[config.mk]
export PLATFORM = sky130hd
export DESIGN_NAME = rowprog_seq
export DESIGN_NICKNAME = d
export VERILOG_FILES = /design/src/rtl/rowprog_pkg.sv /design/src/rtl/rowprog_shift.sv /design/src/rtl/rowprog_timer.sv /design/src/rtl/rowprog_ctrl.sv /design/src/rtl/rowprog_seq.sv
export SDC_FILE = /design/constraint.sdc
export NUM_CORES = 1
export LEC_CHECK = 0
export BUFFER_PORTS_ARGS = -buffer_cell sky130_fd_sc_hd__buf_2
export CAP_MARGIN = 5
export CORE_AREA = 2 2 175 177
export CTS_BUF_LIST = sky130_fd_sc_hd__clkbuf_16
export DETAILED_ROUTE_END_ITERATION = 10
export DIE_AREA = 0 0 177 179
export PLACE_DENSITY = 0.51
export SYNTH_ARGS = -nofsm -noshare
export SYNTH_HDL_FRONTEND = slang
export SYNTH_SLANG_ARGS = --single-unit
[constraint.sdc]
create_clock -name clk -period 4.88 [get_ports clk]
set_input_delay 1.22 -clock clk [delete_from_list [all_inputs] [get_ports clk]]
set_output_delay 1.22 -clock clk [all_outputs]
set_load 0.005 [all_outputs]
[src/rtl/rowprog_pkg.sv]
package rowprog_pkg;
  typedef enum logic [2:0] {
    OP_NONE  = 3'd0,
    OP_ERASE = 3'd1,
    OP_ADDR  = 3'd2,
    OP_LO    = 3'd3,
    OP_HI    = 3'd4,
    OP_PROG  = 3'd5
  } opcode_e;

  typedef enum logic [3:0] {
    S_IDLE, S_HRD, S_HCAP, S_OPC_GO, S_OPC_WAIT, S_PAY_GO,
    S_PAY_WAIT, S_PULSE, S_CHECK, S_FRD, S_FCAP
  } state_e;

  localparam int HDR_LAST = 6;
  localparam int OPC_BITS = 3;
endpackage

[src/rtl/rowprog_shift.sv]
module rowprog_shift #(
  parameter int HALF_DIV = 4,
  parameter int W        = 8
) (
  input  logic                   clk,
  input  logic                   rst_n,
  input  logic                   start,
  input  logic [W-1:0]           din,
  input  logic [$clog2(W+1)-1:0] nbits,
  output logic                   sclk,
  output logic                   sdi,
  output logic                   done
);
  localparam int CW = (HALF_DIV > 1) ? $clog2(HALF_DIV) : 1;
  localparam int NW = $clog2(W+1);

  logic [CW-1:0] cnt_q, cnt_n;
  logic [W-1:0]  sh_q, sh_n;
  logic [NW-1:0] left_q, left_n;
  logic          act_q, act_n, sclk_q, sclk_n, sdi_q, sdi_n, done_q, done_n;

  always_comb begin
    cnt_n  = cnt_q;
    sh_n   = sh_q;
    left_n = left_q;
    act_n  = act_q;
    sclk_n = sclk_q;
    sdi_n  = sdi_q;
    done_n = 1'b0;
    if (start) begin
      sh_n   = din;
      left_n = nbits;
      sdi_n  = din[0];
      sclk_n = 1'b0;
      cnt_n  = '0;
      act_n  = 1'b1;
    end else if (act_q) begin
      if (cnt_q == CW'(HALF_DIV-1)) begin
        cnt_n = '0;
        if (!sclk_q) begin
          sclk_n = 1'b1;
        end else begin
          sclk_n = 1'b0;
          if (left_q == NW'(1)) begin
            act_n  = 1'b0;
            done_n = 1'b1;
          end else begin
            left_n = left_q - NW'(1);
            sh_n   = sh_q >> 1;
            sdi_n  = sh_q[1];
          end
        end
      end else begin
        cnt_n = cnt_q + CW'(1);
      end
    end
  end

  always_ff @(posedge clk or negedge rst_n) begin
    if (!rst_n) begin
      cnt_q  <= '0;
      sh_q   <= '0;
      left_q <= '0;
      act_q  <= 1'b0;
      sclk_q <= 1'b0;
      sdi_q  <= 1'b0;
      done_q <= 1'b0;
    end else begin
      cnt_q  <= cnt_n;
      sh_q   <= sh_n;
      left_q <= left_n;
      act_q  <= act_n;
      sclk_q <= sclk_n;
      sdi_q  <= sdi_n;
      done_q <= done_n;
    end
  end

  assign sclk = sclk_q;
  assign sdi  = sdi_q;
  assign done = done_q;
endmodule

[src/rtl/rowprog_timer.sv]
module rowprog_timer #(
  parameter int TICK_CYC = 50000,
  parameter int CNT_W    = 16
) (
  input  logic             clk,
  input  logic             rst_n,
  input  logic             start,
  input  logic [CNT_W-1:0] width,
  output logic             expired
);
  localparam int TW = (TICK_CYC > 1) ? $clog2(TICK_CYC) : 1;

  logic             act_q, act_n;
  logic [CNT_W-1:0] ms_q, ms_n;
  logic [TW-1:0]    cyc_q, cyc_n;

  always_comb begin
    act_n = act_q;
    ms_n  = ms_q;
    cyc_n = cyc_q;
    if (start) begin
      act_n = 1'b1;
      ms_n  = width;
      cyc_n = '0;
    end else if (act_q) begin
      if (ms_q == '0) begin
        act_n = 1'b0;
      end else if (cyc_q == TW'(TICK_CYC-1)) begin
        cyc_n = '0;
        ms_n  = ms_q - CNT_W'(1);
      end else begin
        cyc_n = cyc_q + TW'(1);
      end
    end
  end

  always_ff @(posedge clk or negedge rst_n) begin
    if (!rst_n) begin
      act_q <= 1'b0;
      ms_q  <= '0;
      cyc_q <= '0;
    end else begin
      act_q <= act_n;
      ms_q  <= ms_n;
      cyc_q <= cyc_n;
    end
  end

  assign expired = act_q && (ms_q == '0);
endmodule

[src/rtl/rowprog_ctrl.sv]
module rowprog_ctrl
  import rowprog_pkg::*;
#(
  parameter int ADDR_W = 16
) (
  input  logic              clk,
  input  logic              rst_n,
  input  logic              start,
  input  logic [ADDR_W:0]   mem_len,
  input  logic [7:0]        mem_rdata,
  input  logic              sdo,
  input  logic              sh_done,
  input  logic              tmr_expired,
  output logic              mem_rd,
  output logic [ADDR_W-1:0] mem_addr,
  output logic              sh_start,
  output logic [7:0]        sh_din,
  output logic [3:0]        sh_nbits,
  output logic              tmr_start,
  output logic [15:0]       tmr_width,
  output logic              prog_en,
  output logic              prog_mode,
  output logic              busy,
  output logic              done,
  output logic              error,
  output logic [7:0]        dev_type
);
  state_e        st_q, st_n;
  opcode_e       op_q, op_n;
  logic          abit_q, abit_n, en_q, en_n, mode_q, mode_n;
  logic          done_q, done_n, err_q, err_n;
  logic [ADDR_W:0] ptr_q, ptr_n;
  logic [7:0]    row_q, row_n, nrows_q, nrows_n, hb_q, hb_n, bcnt_q, bcnt_n;
  logic [7:0]    dev_q, dev_n, pay_q, pay_n;
  logic [15:0]   ew_q, ew_n, pw_q, pw_n;
  logic          mem_end;

  assign mem_end = (ptr_q >= mem_len);

  always_comb begin
    st_n = st_q;   op_n = op_q;   abit_n = abit_q; en_n = en_q;
    done_n = done_q; err_n = err_q; ptr_n = ptr_q; row_n = row_q;
    nrows_n = nrows_q; hb_n = hb_q; bcnt_n = bcnt_q; dev_n = dev_q;
    pay_n = pay_q; ew_n = ew_q; pw_n = pw_q;
    mem_rd = 1'b0; sh_start = 1'b0; tmr_start = 1'b0;
    case (st_q)
      S_IDLE: if (start) begin
        done_n = 1'b0; err_n = 1'b0; ptr_n = '0; row_n = '0;
        st_n = S_HRD;
      end
      S_HRD: if (mem_end) begin
        err_n = 1'b1; st_n = S_IDLE;
      end else begin
        mem_rd = 1'b1; st_n = S_HCAP;
      end
      S_HCAP: begin
        ptr_n = ptr_q + 1'b1;
        case (ptr_q[2:0])
          3'd0: dev_n = mem_rdata;
          3'd1: ew_n[7:0] = mem_rdata;
          3'd2: ew_n[15:8] = mem_rdata;
          3'd3: pw_n[7:0] = mem_rdata;
          3'd4: pw_n[15:8] = mem_rdata;
          3'd5: nrows_n = mem_rdata;
          default: hb_n = mem_rdata;
        endcase
        if (ptr_q[2:0] == 3'(HDR_LAST)) begin
          if (nrows_q == '0 || mem_rdata == '0) begin
            err_n = 1'b1; st_n = S_IDLE;
          end else begin
            en_n = 1'b1; op_n = OP_ERASE; st_n = S_OPC_GO;
          end
        end else begin
          st_n = S_HRD;
        end
      end
      S_OPC_GO: begin
        sh_start = 1'b1; st_n = S_OPC_WAIT;
      end
      S_OPC_WAIT: if (sh_done) begin
        case (op_q)
          OP_ERASE, OP_PROG: begin tmr_start = 1'b1; st_n = S_PULSE; end
          OP_ADDR:           st_n = S_PAY_GO;
          default:           st_n = S_FRD;
        endcase
      end
      S_PAY_GO: begin
        sh_start = 1'b1; st_n = S_PAY_WAIT;
      end
      S_PAY_WAIT: if (sh_done) begin
        if (op_q == OP_ADDR) begin
          op_n = OP_LO; bcnt_n = '0; st_n = S_OPC_GO;
        end else if (bcnt_q == hb_q - 8'd1) begin
          bcnt_n = '0;
          op_n = (op_q == OP_LO) ? OP_HI : OP_PROG;
          st_n = S_OPC_GO;
        end else begin
          bcnt_n = bcnt_q + 8'd1; st_n = S_FRD;
        end
      end
      S_FRD: if (mem_end) begin
        err_n = 1'b1; en_n = 1'b0; st_n = S_IDLE;
      end else begin
        mem_rd = 1'b1; st_n = S_FCAP;
      end
      S_FCAP: begin
        pay_n = mem_rdata; ptr_n = ptr_q + 1'b1; st_n = S_PAY_GO;
      end
      S_PULSE: if (tmr_expired) st_n = S_CHECK;
      S_CHECK: if (!sdo) begin
        err_n = 1'b1; en_n = 1'b0; st_n = S_IDLE;
      end else if (op_q == OP_ERASE) begin
        op_n = OP_ADDR; abit_n = 1'b1; st_n = S_OPC_GO;
      end else if (row_q == nrows_q - 8'd1) begin
        done_n = 1'b1; en_n = 1'b0; st_n = S_IDLE;
      end else begin
        row_n = row_q + 8'd1; op_n = OP_ADDR; abit_n = 1'b0; st_n = S_OPC_GO;
      end
      default: st_n = S_IDLE;
    endcase
    mode_n = (st_n == S_OPC_GO) || (st_n == S_OPC_WAIT);
  end

  always_ff @(posedge clk or negedge rst_n) begin
    if (!rst_n) begin
      st_q <= S_IDLE; op_q <= OP_NONE; abit_q <= 1'b0; en_q <= 1'b0;
      mode_q <= 1'b0; done_q <= 1'b0; err_q <= 1'b0; ptr_q <= '0;
      row_q <= '0; nrows_q <= '0; hb_q <= '0; bcnt_q <= '0;
      dev_q <= '0; pay_q <= '0; ew_q <= '0; pw_q <= '0;
    end else begin
      st_q <= st_n; op_q <= op_n; abit_q <= abit_n; en_q <= en_n;
      mode_q <= mode_n; done_q <= done_n; err_q <= err_n; ptr_q <= ptr_n;
      row_q <= row_n; nrows_q <= nrows_n; hb_q <= hb_n; bcnt_q <= bcnt_n;
      dev_q <= dev_n; pay_q <= pay_n; ew_q <= ew_n; pw_q <= pw_n;
    end
  end

  assign mem_addr  = ptr_q[ADDR_W-1:0];
  assign sh_din    = (st_q == S_OPC_GO) ? {5'b0, op_q} :
                     (op_q == OP_ADDR)  ? {7'b0, abit_q} : pay_q;
  assign sh_nbits  = (st_q == S_OPC_GO) ? 4'(OPC_BITS) :
                     (op_q == OP_ADDR)  ? 4'd1 : 4'd8;
  assign tmr_width = (op_q == OP_ERASE) ? ew_q : pw_q;
  assign prog_en   = en_q;
  assign prog_mode = mode_q;
  assign busy      = (st_q != S_IDLE);
  assign done      = done_q;
  assign error     = err_q;
  assign dev_type  = dev_q;
endmodule

[src/rtl/rowprog_seq.sv]
module rowprog_seq #(
  parameter int ADDR_W    = 16,
  parameter int SCLK_HALF = 4,
  parameter int TICK_CYC  = 50000
) (
  input  logic              clk,
  input  logic              rst_n,
  input  logic              start,
  output logic              mem_rd,
  output logic [ADDR_W-1:0] mem_addr,
  input  logic [7:0]        mem_rdata,
  input  logic [ADDR_W:0]   mem_len,
  output logic              prog_en,
  output logic              prog_mode,
  output logic              prog_sdi,
  output logic              prog_sclk,
  input  logic              prog_sdo,
  output logic              busy,
  output logic              done,
  output logic              error,
  output logic [7:0]        dev_type
);
  logic [1:0]  rst_sync_q;
  logic        rst_s;
  logic        sh_start, sh_done, tmr_start, tmr_expired;
  logic [7:0]  sh_din;
  logic [3:0]  sh_nbits;
  logic [15:0] tmr_width;

  always_ff @(posedge clk or negedge rst_n) begin
    if (!rst_n) rst_sync_q <= 2'b00;
    else        rst_sync_q <= {rst_sync_q[0], 1'b1};
  end
  assign rst_s = rst_sync_q[1];

  rowprog_ctrl #(.ADDR_W(ADDR_W)) u_ctrl (
    .clk(clk), .rst_n(rst_s), .start(start), .mem_len(mem_len),
    .mem_rdata(mem_rdata), .sdo(prog_sdo), .sh_done(sh_done),
    .tmr_expired(tmr_expired), .mem_rd(mem_rd), .mem_addr(mem_addr),
    .sh_start(sh_start), .sh_din(sh_din), .sh_nbits(sh_nbits),
    .tmr_start(tmr_start), .tmr_width(tmr_width), .prog_en(prog_en),
    .prog_mode(prog_mode), .busy(busy), .done(done), .error(error),
    .dev_type(dev_type)
  );

  rowprog_shift #(.HALF_DIV(SCLK_HALF), .W(8)) u_shift (
    .clk(clk), .rst_n(rst_s), .start(sh_start), .din(sh_din),
    .nbits(sh_nbits), .sclk(prog_sclk), .sdi(prog_sdi), .done(sh_done)
  );

  rowprog_timer #(.TICK_CYC(TICK_CYC), .CNT_W(16)) u_timer (
    .clk(clk), .rst_n(rst_s), .start(tmr_start), .width(tmr_width),
    .expired(tmr_expired)
  );
endmodule

## Yosys cells after proc, flatten, opt, wreduce, memory -nomap -nowiden

Cells that the tools add are included.

| word-level totals | value |
|---|---|
| register bits after elaboration | 162 |
| input port bits | 29 |
| output and inout bits | 32 |

| cells by class | value |
|---|---|
| add/subtract/negate cells | 9 |
| order comparisons | 1 |
| equality and inequality tests | 46 |
| multiplexer cells | 107 |
| bitwise gates (word level) | 1 |
| reductions and logical operators | 43 |

Operator list:

| kind | count |
|---|---|
| $mux 16 | 9 |
| $mux 8 | 13 |
| $mux 4 | 16 |
| $mux 1 | 45 |
| $pmux 4 s11 | 1 |
| $pmux 17 s2 | 1 |
| $mux 3 | 8 |
| $reduce_and 2->1 | 11 |
| $eq 4x3->1 const B | 5 |
| $ne 2x2->1 const B | 9 |
| $add 17x1->17 const B | 1 |
| $ge 17x17->1 | 1 |
| $mux 17 | 1 |
| $add 16x1->16 const B | 1 |
| $add 8x1->8 const B | 2 |
| $eq 16x16->1 const B | 1 |
| $eq 8x8->1 | 2 |
| $logic_not 16->1 | 1 |
| $logic_not 8->1 | 2 |
| $pmux 8 s2 | 1 |
| $sub 16x1->16 const B | 1 |
| $sub 8x1->8 const B | 2 |
| $mux 2 | 7 |
| $reduce_bool 2->1 | 7 |
| 32 further kinds | 59 |

## Depth between registers and ports, before layout

Gate-level depths: netlist of the first run.

| logic depth | value |
|---|---|
| word-level depth | 8 |
| mapped depth | 10 |

## By module

Synthesis of the first run repeated with hierarchy kept, for this count alone.

| unflattened totals | value |
|---|---|
| cell total of the unflattened synthesis | 945 |
| area total of the unflattened synthesis | 9215.1 um^2 |

By module, submodules not included:

| module | instances | cells an instance | area an instance (um^2) | sequential area each (um^2) |
|---|---|---|---|---|
| rowprog_ctrl | 1 | 636 | 6316.1 | 2727.6 |
| rowprog_timer | 1 | 223 | 1998.2 | 825.8 |
| rowprog_shift | 1 | 83 | 847.1 | 425.4 |
| rowprog_seq | 1 | 3 | 53.8 | 50.0 |

## Worst setup path after synthesis of the first run

No wires, ideal clock.

| timing | value |
|---|---|
| kind | input port to output port |
| start | in mem_len[6] |
| end | out mem_rd |
| arrival | 2.533 ns |
| required time | 3.660 ns |
| slack | 1.127 ns |
| stages on the path | 7 |
| buffers on the path | 0 |
| cells stage by stage | inv_1 > ha_1 > a211oi_1 > nor2_1 > nor3_1 > a211oi_1 > nor4_1 |

| on the way | value |
|---|---|
| cells in the longest elaborated chain, start to end | 3 |

Ends and longest elaborated chain:

| what | line | text |
|---|---|---|
| from (decl) | rowprog_seq.sv:12 | `input logic [ADDR_W:0] mem_len,` |
| $ge 17x17->1 | rowprog_ctrl.sv:38 | `assign mem_end = (ptr_q >= mem_len);` |
| $mux 1 | rowprog_ctrl.sv:51, rowprog_ctrl.sv:101 |  |
| $mux 1 | - |  |
| to (decl) | rowprog_seq.sv:9 | `output logic mem_rd,` |

Every way passes these cells.

## Final worst setup path of the first run

Same ends and word-level chain as after synthesis.

==> metrics.md, run 1 <==
| Metric | Value |
|---|---|
| Crit-path max FO | 4 |
| Slew margin rel. | 0.3919 |
| Met3 Resource Use GR | 0.02672 |
| Setup_tns | 0 ns |
| Top cell type's share of synthesized area | 0.4570 |
| Largest net degree at the start of global routing | 57 |
| Reg2reg setup slack | 1.81 ns |
| Slowest cell on the critical path | nor4_1 |
| Crit-path cells | buf_2, inv_1, ha_1, a211oi_1, nor2_1, nor3_1, a211oi_1, nor4_1, buf_2 |
| First-pass GRT wire length | 36180 um |
| Max VDD drop | 0.1992 mV |
| ANT cells | 0 |
| Root buf cell | clkbuf_16 |
| Achievable Freq | 237.7 MHz |
| Mapped cell area | 8816 um2 |
| Synth unique cells | 78 |
| Top FF cell, synth | dfrtp_1 |
| CP arrival | 2.99 ns |
| Largest area contributor in the synthesized netlist | dfrtp_1 |
| Clock sink total | 161 |
| Starting density of the core | 0.2936 |
| Cells after synthesis | 889 |
| Hold path depth | 0 |
| Full die area | 31680 um2 |
| Worst r2r src | u_ctrl.st_q[1]$_DFF_PN0_ |
| Routed WL | 22140 um |
| CTS tree | yes |
| Worst path top cell family by delay | simple AND/OR/NAND/NOR gates |
| Synth warnings | 0 |
| Startpoint types | input port |
| Via density | 5.039 |
| Post-layout power | 4690 uW |
| Buf+Inv Stages, Crit Path | 3 |
| Die Y | 179 um |
| Status | complete, no violations |
| Layout cells sized above 1 | 0.1962 |
| Combinational power share | 0.294 |
| Placed insts | 1308 |
| Worst-Margin Slew | 0.9082 ns |
| Vias in the first global route | 6693 |
| TritonCTS Buffers | 17 |
| Max-slew violations | 0 |
| Met2 Use GR | 0.2482 |
| Port bufs | 60 |
| Total GRT Usage | 0.1465 |
| Top post-synthesis cells by area | dfrtp_1 46%, mux2_2 8.2%, ha_1 4.5%, nor2_1 3.8%, nand2_1 3.4% |
| Synth top cells by count | 161 x dfrtp_1, 89 x nor2_1, 80 x nand2_1, 64 x mux2_2, 46 x o21ai_0 |
| CP max stage delay | 0.51 ns |
| Clock latency on the worst-skew pair | 0.43 ns |
| Final ANT Viol Nets | 0 |
| Post-CTS sizing | 0 |
| Post-CTS Setup Repair Bufs | 0 |
| Maxcap violations | 0 |
| # setup viols final | 0 |
| Most common cell in the netlist | dfrtp_1 |
| DRT Pass-1 Iters | 5 |
| Initial antenna violation count | 0 |
| CORE AREA | 30030 um2 |
| Hold Path Sink | rst_sync_q[1]$_DFF_PN0_ |
| Switching share of power | 0.3469 |
| Switching power | 1627 uW |
| Reg2reg end | u_timer.ms_q[12]$_DFFE_PN0P_ |
| Power Dens Cells | 471.1 nW/um2 |
| Average wire per standard cell | 16.54 um |
| R2r worst-path depth | 6 |
| Remaining Overflow, GRT | 0 |
| Tcrit/Tclk final | 0.8622 |
| Crit path time final | 4.208 ns |
| Clk pwr share | 0.271 |
| DRC errors left | 0 |
| Htree depth | 4 |
| Type of element capturing the critical path | output pin |
| Final non-filler cell total | 1339 |
| Reg power frac | 0.434 |
| RSZ-0062 raised after global routing | false |
| Post-synth EDFFs | 0 |
| # nets final | 992 |
| Mapped Nets | 950 |
| Clock skew | 0.008464 ns |
| Asr flop ratio synth | 1.000 |
| Req. time, crit path | 3.66 ns |
| Die X | 177 um |
| Hold Violations, Final | 0 |
| Clk slew on worst S/H paths | 0.07 ns |
| Leak Pwr | 0.004471 uW |
| Int Pwr | 3063 uW |
| Clk buf depth | 2 |
| Most used routing layer | met2 |
| I/O pin cnt | 61 |
| Worst min path class | flop to flop |
| Detailed-route via count | 6747 |
| Hold Buf Count CTS | 0 |
| Num rows | 64 |
| Routability cong. | 0.8123 |
| DP HPWL | 15660 um |
| FF+latch count, synth | 161 |
| Met1 Track Usage GR | 0.1905 |
| Seq/Total Area, Yosys | 0.4570 |
| P&R area growth vs syn | 12.93% |
| Crit Path Class | input port to output pin |
| DRC marker count from the first detailed-route iteration | 441 |
| Worst Hold Launch | rst_sync_q[0]$_DFF_PN0_ |
| Mean Syn Cell Area | 9.917 um2 |
==> cell families (layout without fill, tap and decap cells) <==
kind of cell,after synthesis,in the layout,synth area share
muxes,74,74,0.09310
buffers and inverters,84,138,0.04584
and+or+nand+nor,333,333,0.1920
xor gates and xnor gates,49,49,0.05024
AOI/OAI and AO/OA,155,155,0.1160
DFF,161,161,0.4570
adders and majority gates,32,32,0.04542
other,1,1,0.0004254
==> through the flow <==
stage / instance area [um2] / worst slack, ns / utilization / hold WS [ns]
after floorplan: 8816 / 0.06179 / - / 0.3312
after detailed placement: 9410 / 0.6418 / 0.3134 / 0.3358
after CTS: 9956 / 0.6172 / 0.3315 / 0.3525
final: 9956 / 0.6725 / 0.3315 / 0.3447
after global routing: 9956 / 0.4464 / 0.3315 / 0.3594
after global placement: 9410 / 0.6962 / 0.3134 / 0.3362
==> worst max-delay path by stage <==
stage,from,to,cells past startpoint
2_1_floorplan,rst_sync_q[1]$_DFF_PN0_,u_ctrl.abit_q$_DFFE_PN0P_,0
3_3_place_gp,mem_len[6],mem_rd,9
3_5_place_dp,mem_len[11],mem_rd,9
4_1_cts,mem_len[6],mem_rd,9
5_1_grt,mem_len[6],mem_rd,9
6_report,mem_len[6],mem_rd,9
==> power groups by stage <==
| stage | Sequential, uW | Clock [uW] | Combinational [uW] |
|---|---|---|---|
| floorplan | 1950 | 0 | 1110 |
| global placement | 2050 | 0 | 1370 |
| detailed placement | 2060 | 0 | 1390 |
| CTS | 2040 | 1310 | 1410 |
| global route | 2090 | 1370 | 1570 |
| finish | 2040 | 1270 | 1380 |
==> metal layers <==
layer	up-vias	wire length (um)
li1	3256	-
met1	3367	10490
met2	99	10670
met3	25	675
met4	0	311
met5	-	0
==> flip-flops by register name, indices dropped and copies added, names as in the netlist, 2 cells and up <==
signal and cells:
u_timer.ms_q 16, u_shift.sh_q 8, u_ctrl.ew_q 16, u_timer.cyc_q 16, u_ctrl.st_q 4, u_ctrl.bcnt_q 8
u_ctrl.row_q 8, u_ctrl.pw_q 16, u_shift.cnt_q 2, rst_sync_q 2, u_ctrl.ptr_q 17, u_ctrl.hb_q 8
u_ctrl.pay_q 8, u_ctrl.dev_type 8, u_ctrl.op_q 3, u_shift.left_q 4, u_ctrl.nrows_q 8
==> layout make-up <==
class / count / area (um2)
Fill cell: 3118 / 20070
Multi-Input combinational cell: 644 / 4383
Sequential cell: 161 / 4033
Tap cell: 396 / 495.5
Clock buffer: 17 / 425.4
Timing Repair Buffer: 66 / 345.3
Inverter: 41 / 153.9
Clock inverter: 14 / 120.1
==> layout by cell type, fill, tap and decap left out, drive strengths merged, types with 7 or more instances in the layout <==
cell type  count
dfrtp        161
nor2          90
nand2         80
buf           66
mux2          64
o21ai         47
inv           43
nand3         40
ha            32
a21oi         31
xnor2         26
nor3          22
xor2          22
clkbuf        17
nand4         16
and3          16
o22ai         11
nand2b        10
mux2i         10
a31oi          9
nor4           9
clkinv         9
nor3b          8
or3            7
o22a           7
No activity file was read; power rests on OpenSTA's default activity.
==> run 2, diff against run 1 <==
Settings changed: CORE_AREA 2 2 175 177 to 2 2 162 164, CTS_BUF_LIST sky130_fd_sc_hd__clkbuf_16 to sky130_fd_sc_hd__clkbuf_2 sky130_fd_sc_hd__clkbuf_4 sky130_fd_sc_hd__clkbuf_8, DIE_AREA 0 0 177 179 to 0 0 164 166, PLACE_DENSITY 0.51 to 0.56.
==> metrics.md, run 2 (synthesis results as in run 1) <==
| Metric | Value |
|---|---|
| Slew margin rel. | 0.2261 (was 0.3919) |
| DP HPWL | 14940 um (was 15660 um) |
| Routability cong. | 0.8141 (was 0.8123) |
| RSZ-0062 raised after global routing | false (unchanged) |
| Worst r2r src | u_ctrl.st_q[0]$_DFF_PN0_ (was u_ctrl.st_q[1]$_DFF_PN0_) |
| Htree depth | 4 (unchanged) |
| Worst-Margin Slew | 1.157 ns (was 0.9082 ns) |
| Crit path from | mem_len[11] (was mem_len[6]) |
| Initial antenna violation count | 0 (unchanged) |
| Area after DPL | 9331 um2 (was 9410 um2) |
| Leak Pwr | 0.004382 uW (was 0.004471 uW) |
| # setup viols final | 0 (unchanged) |
| Crit Path Class | input port to output pin (unchanged) |
| Largest register FFs | 17 (unchanged) |
| Crit-path cells | buf_2, inv_1, ha_1, a41oi_1, o21ai_0, nor3_1, a211oi_1, nor4_1, buf_2 (was buf_2, inv_1, ha_1, a211oi_1, nor2_1, nor3_1, a211oi_1, nor4_1, buf_2) |
| Hold Buf Count CTS | 0 (unchanged) |
| Via density | 5.247 (was 5.039) |
| Crit-path max FO | 4 (unchanged) |
| Clock sink total | 161 (unchanged) |
| CORE AREA | 25620 um2 (was 30030 um2) |
| First-pass GRT wire length | 34720 um (was 36180 um) |
| CTS tree | yes (unchanged) |
| Post-CTS Setup Repair Bufs | 0 (unchanged) |
| Total GRT Usage | 0.1609 (was 0.1465) |
| DRC marker count from the first detailed-route iteration | 379 (was 441) |
| Layout cells sized above 1 | 0.1975 (was 0.1962) |
| Placed insts | 1245 (was 1308) |
| Achievable Freq | 239.7 MHz (was 237.7 MHz) |
| Remaining Overflow, GRT | 0 (unchanged) |
| Fin area | 9718 um2 (was 9956 um2) |
| Setup_tns | 0 ns (unchanged) |
| Worst min path class | flop to flop (unchanged) |
| Vias in the first global route | 6479 (was 6693) |
| CP arrival | 2.95 ns (was 2.99 ns) |
| Tcrit/Tclk final | 0.8548 (was 0.8622) |
| Clock latency on the worst-skew pair | 0.46 ns (was 0.43 ns) |
| Detailed-route via count | 6701 (was 6747) |
| I/O pin cnt | 61 (unchanged) |
| Largest net degree at the start of global routing | 89 (was 57) |
| Average wire per standard cell | 16.44 um (was 16.54 um) |
| Num rows | 59 (was 64) |
| Die X | 164 um (was 177 um) |
| Clk buf depth | 2 (unchanged) |
| Clock skew | 0.01263 ns (was 0.008464 ns) |
| # nets final | 990 (was 992) |
| Hold Violations, Final | 0 (unchanged) |
| Power Dens Cells | 450.8 nW/um2 (was 471.1 nW/um2) |
| P&R area growth vs syn | 10.23% (was 12.93%) |
| Type of element capturing the critical path | output pin (unchanged) |
| TritonCTS Buffers | 17 (unchanged) |
| Req. time, crit path | 3.66 ns (about the same) |
| Status | complete, no violations (unchanged) |
| Buf+Inv Stages, Crit Path | 3 (unchanged) |
| Die Y | 166 um (was 179 um) |
| Crit path time final | 4.172 ns (was 4.208 ns) |
| Final ANT Viol Nets | 0 (unchanged) |
| Full die area | 27220 um2 (was 31680 um2) |
| Worst path top cell family by delay | simple AND/OR/NAND/NOR gates (unchanged) |
| Worst Hold Launch | rst_sync_q[0]$_DFF_PN0_ (unchanged) |
| CP max stage delay | 0.49 ns (was 0.51 ns) |
| Starting density of the core | 0.3442 (was 0.2936) |
| Maxcap violations | 0 (unchanged) |
| Reg2reg setup slack | 1.80 ns (was 1.81 ns) |
| Port bufs | 60 (unchanged) |
| Slowest cell on the critical path | nor4_1 (unchanged) |
| Root buf cell | clkbuf_8 (was clkbuf_16) |
| ANT cells | 0 (unchanged) |
| Max VDD drop | 0.1663 mV (was 0.1992 mV) |
| Startpoint types | input port (unchanged) |
| Largest Register | u_ctrl.ptr_q (unchanged) |
| Commonest non-fill, non-tap cell in the layout | dfrtp_1 (unchanged) |
| Final non-filler cell total | 1277 (was 1339) |
| Post-CTS sizing | 0 (unchanged) |
| Critical Path Most Common Cell | buf_2 |
| Commonest non-fill, non-tap cells in the layout | 160 x dfrtp_1, 89 x nor2_1, 80 x nand2_1 (unchanged) |
| DRT Pass-1 Iters | 5 (unchanged) |
| Max-slew violations | 0 (unchanged) |
| DRC errors left | 0 (unchanged) |
| Routed WL | 20990 um (was 22140 um) |
| Clk slew on worst S/H paths | 0.09 ns (was 0.07 ns) |
[run 2: stage by stage]
| stage | setup slack [ns] | utilization | hold slack, ns | power (uW) |
|---|---|---|---|---|
| 6_report | 0.7084 | 0.3794 | 0.3589 | 4381 |
| 5_1_grt | 0.4277 | 0.3794 | 0.3748 | 4707 |
| 4_1_cts | 0.6636 | 0.3794 | 0.3585 | 4429 |
| 3_5_place_dp | 0.6732 | 0.3643 | 0.3364 | 3441 |
| 2_1_floorplan | 0.06179 | - | 0.3312 | 3059 |
| 3_3_place_gp | 0.7195 | 0.3643 | 0.3336 | 3410 |
[run 2: metal layers]
metal	share of wire	track usage	up-vias
met5	0	0	-
met3	0.040	0.03497	25
met1	0.46	0.2160	3322
met2	0.48	0.2594	113
li1	-	-	3241
met4	0.016	0.04920	0
[run 2: area by class of cell]
| type | instances | area, um2 |
|---|---|---|
| Clock buffer | 19 | 261.5 |
| Clock inverter | 13 | 125.1 |
| Fill cell | 2554 | 15900 |
| Inverter | 41 | 153.9 |
| Multi-Input combinational cell | 644 | 4383 |
| Sequential cell | 161 | 4033 |
| Tap cell | 335 | 419.2 |
| Timing Repair Buffer | 64 | 342.8 |
[run 2: final timing paths]
kind                                                end  depth (start not counted)
setup / recovery                                 mem_rd                          9
hold / removal                  rst_sync_q[1]$_DFF_PN0_                          0
setup reg to reg           u_timer.ms_q[12]$_DFFE_PN0P_                          6
hold reg to reg                 rst_sync_q[1]$_DFF_PN0_                          0
max in group asynchronous   u_ctrl.ptr_q[0]$_DFFE_PN0P_                          1
min in group asynchronous  u_timer.cyc_q[0]$_DFFE_PN0P_                          0
[run 2: power breakdown]
| part | switching [uW] | leakage [uW] | internal [uW] | total, uW |
|---|---|---|---|---|
| combinational | 696 | 0.00218 | 669 | 1370 |
| sequential | 351 | 0.00202 | 1690 | 2040 |
| clock | 534 | 0.000187 | 439 | 972 |
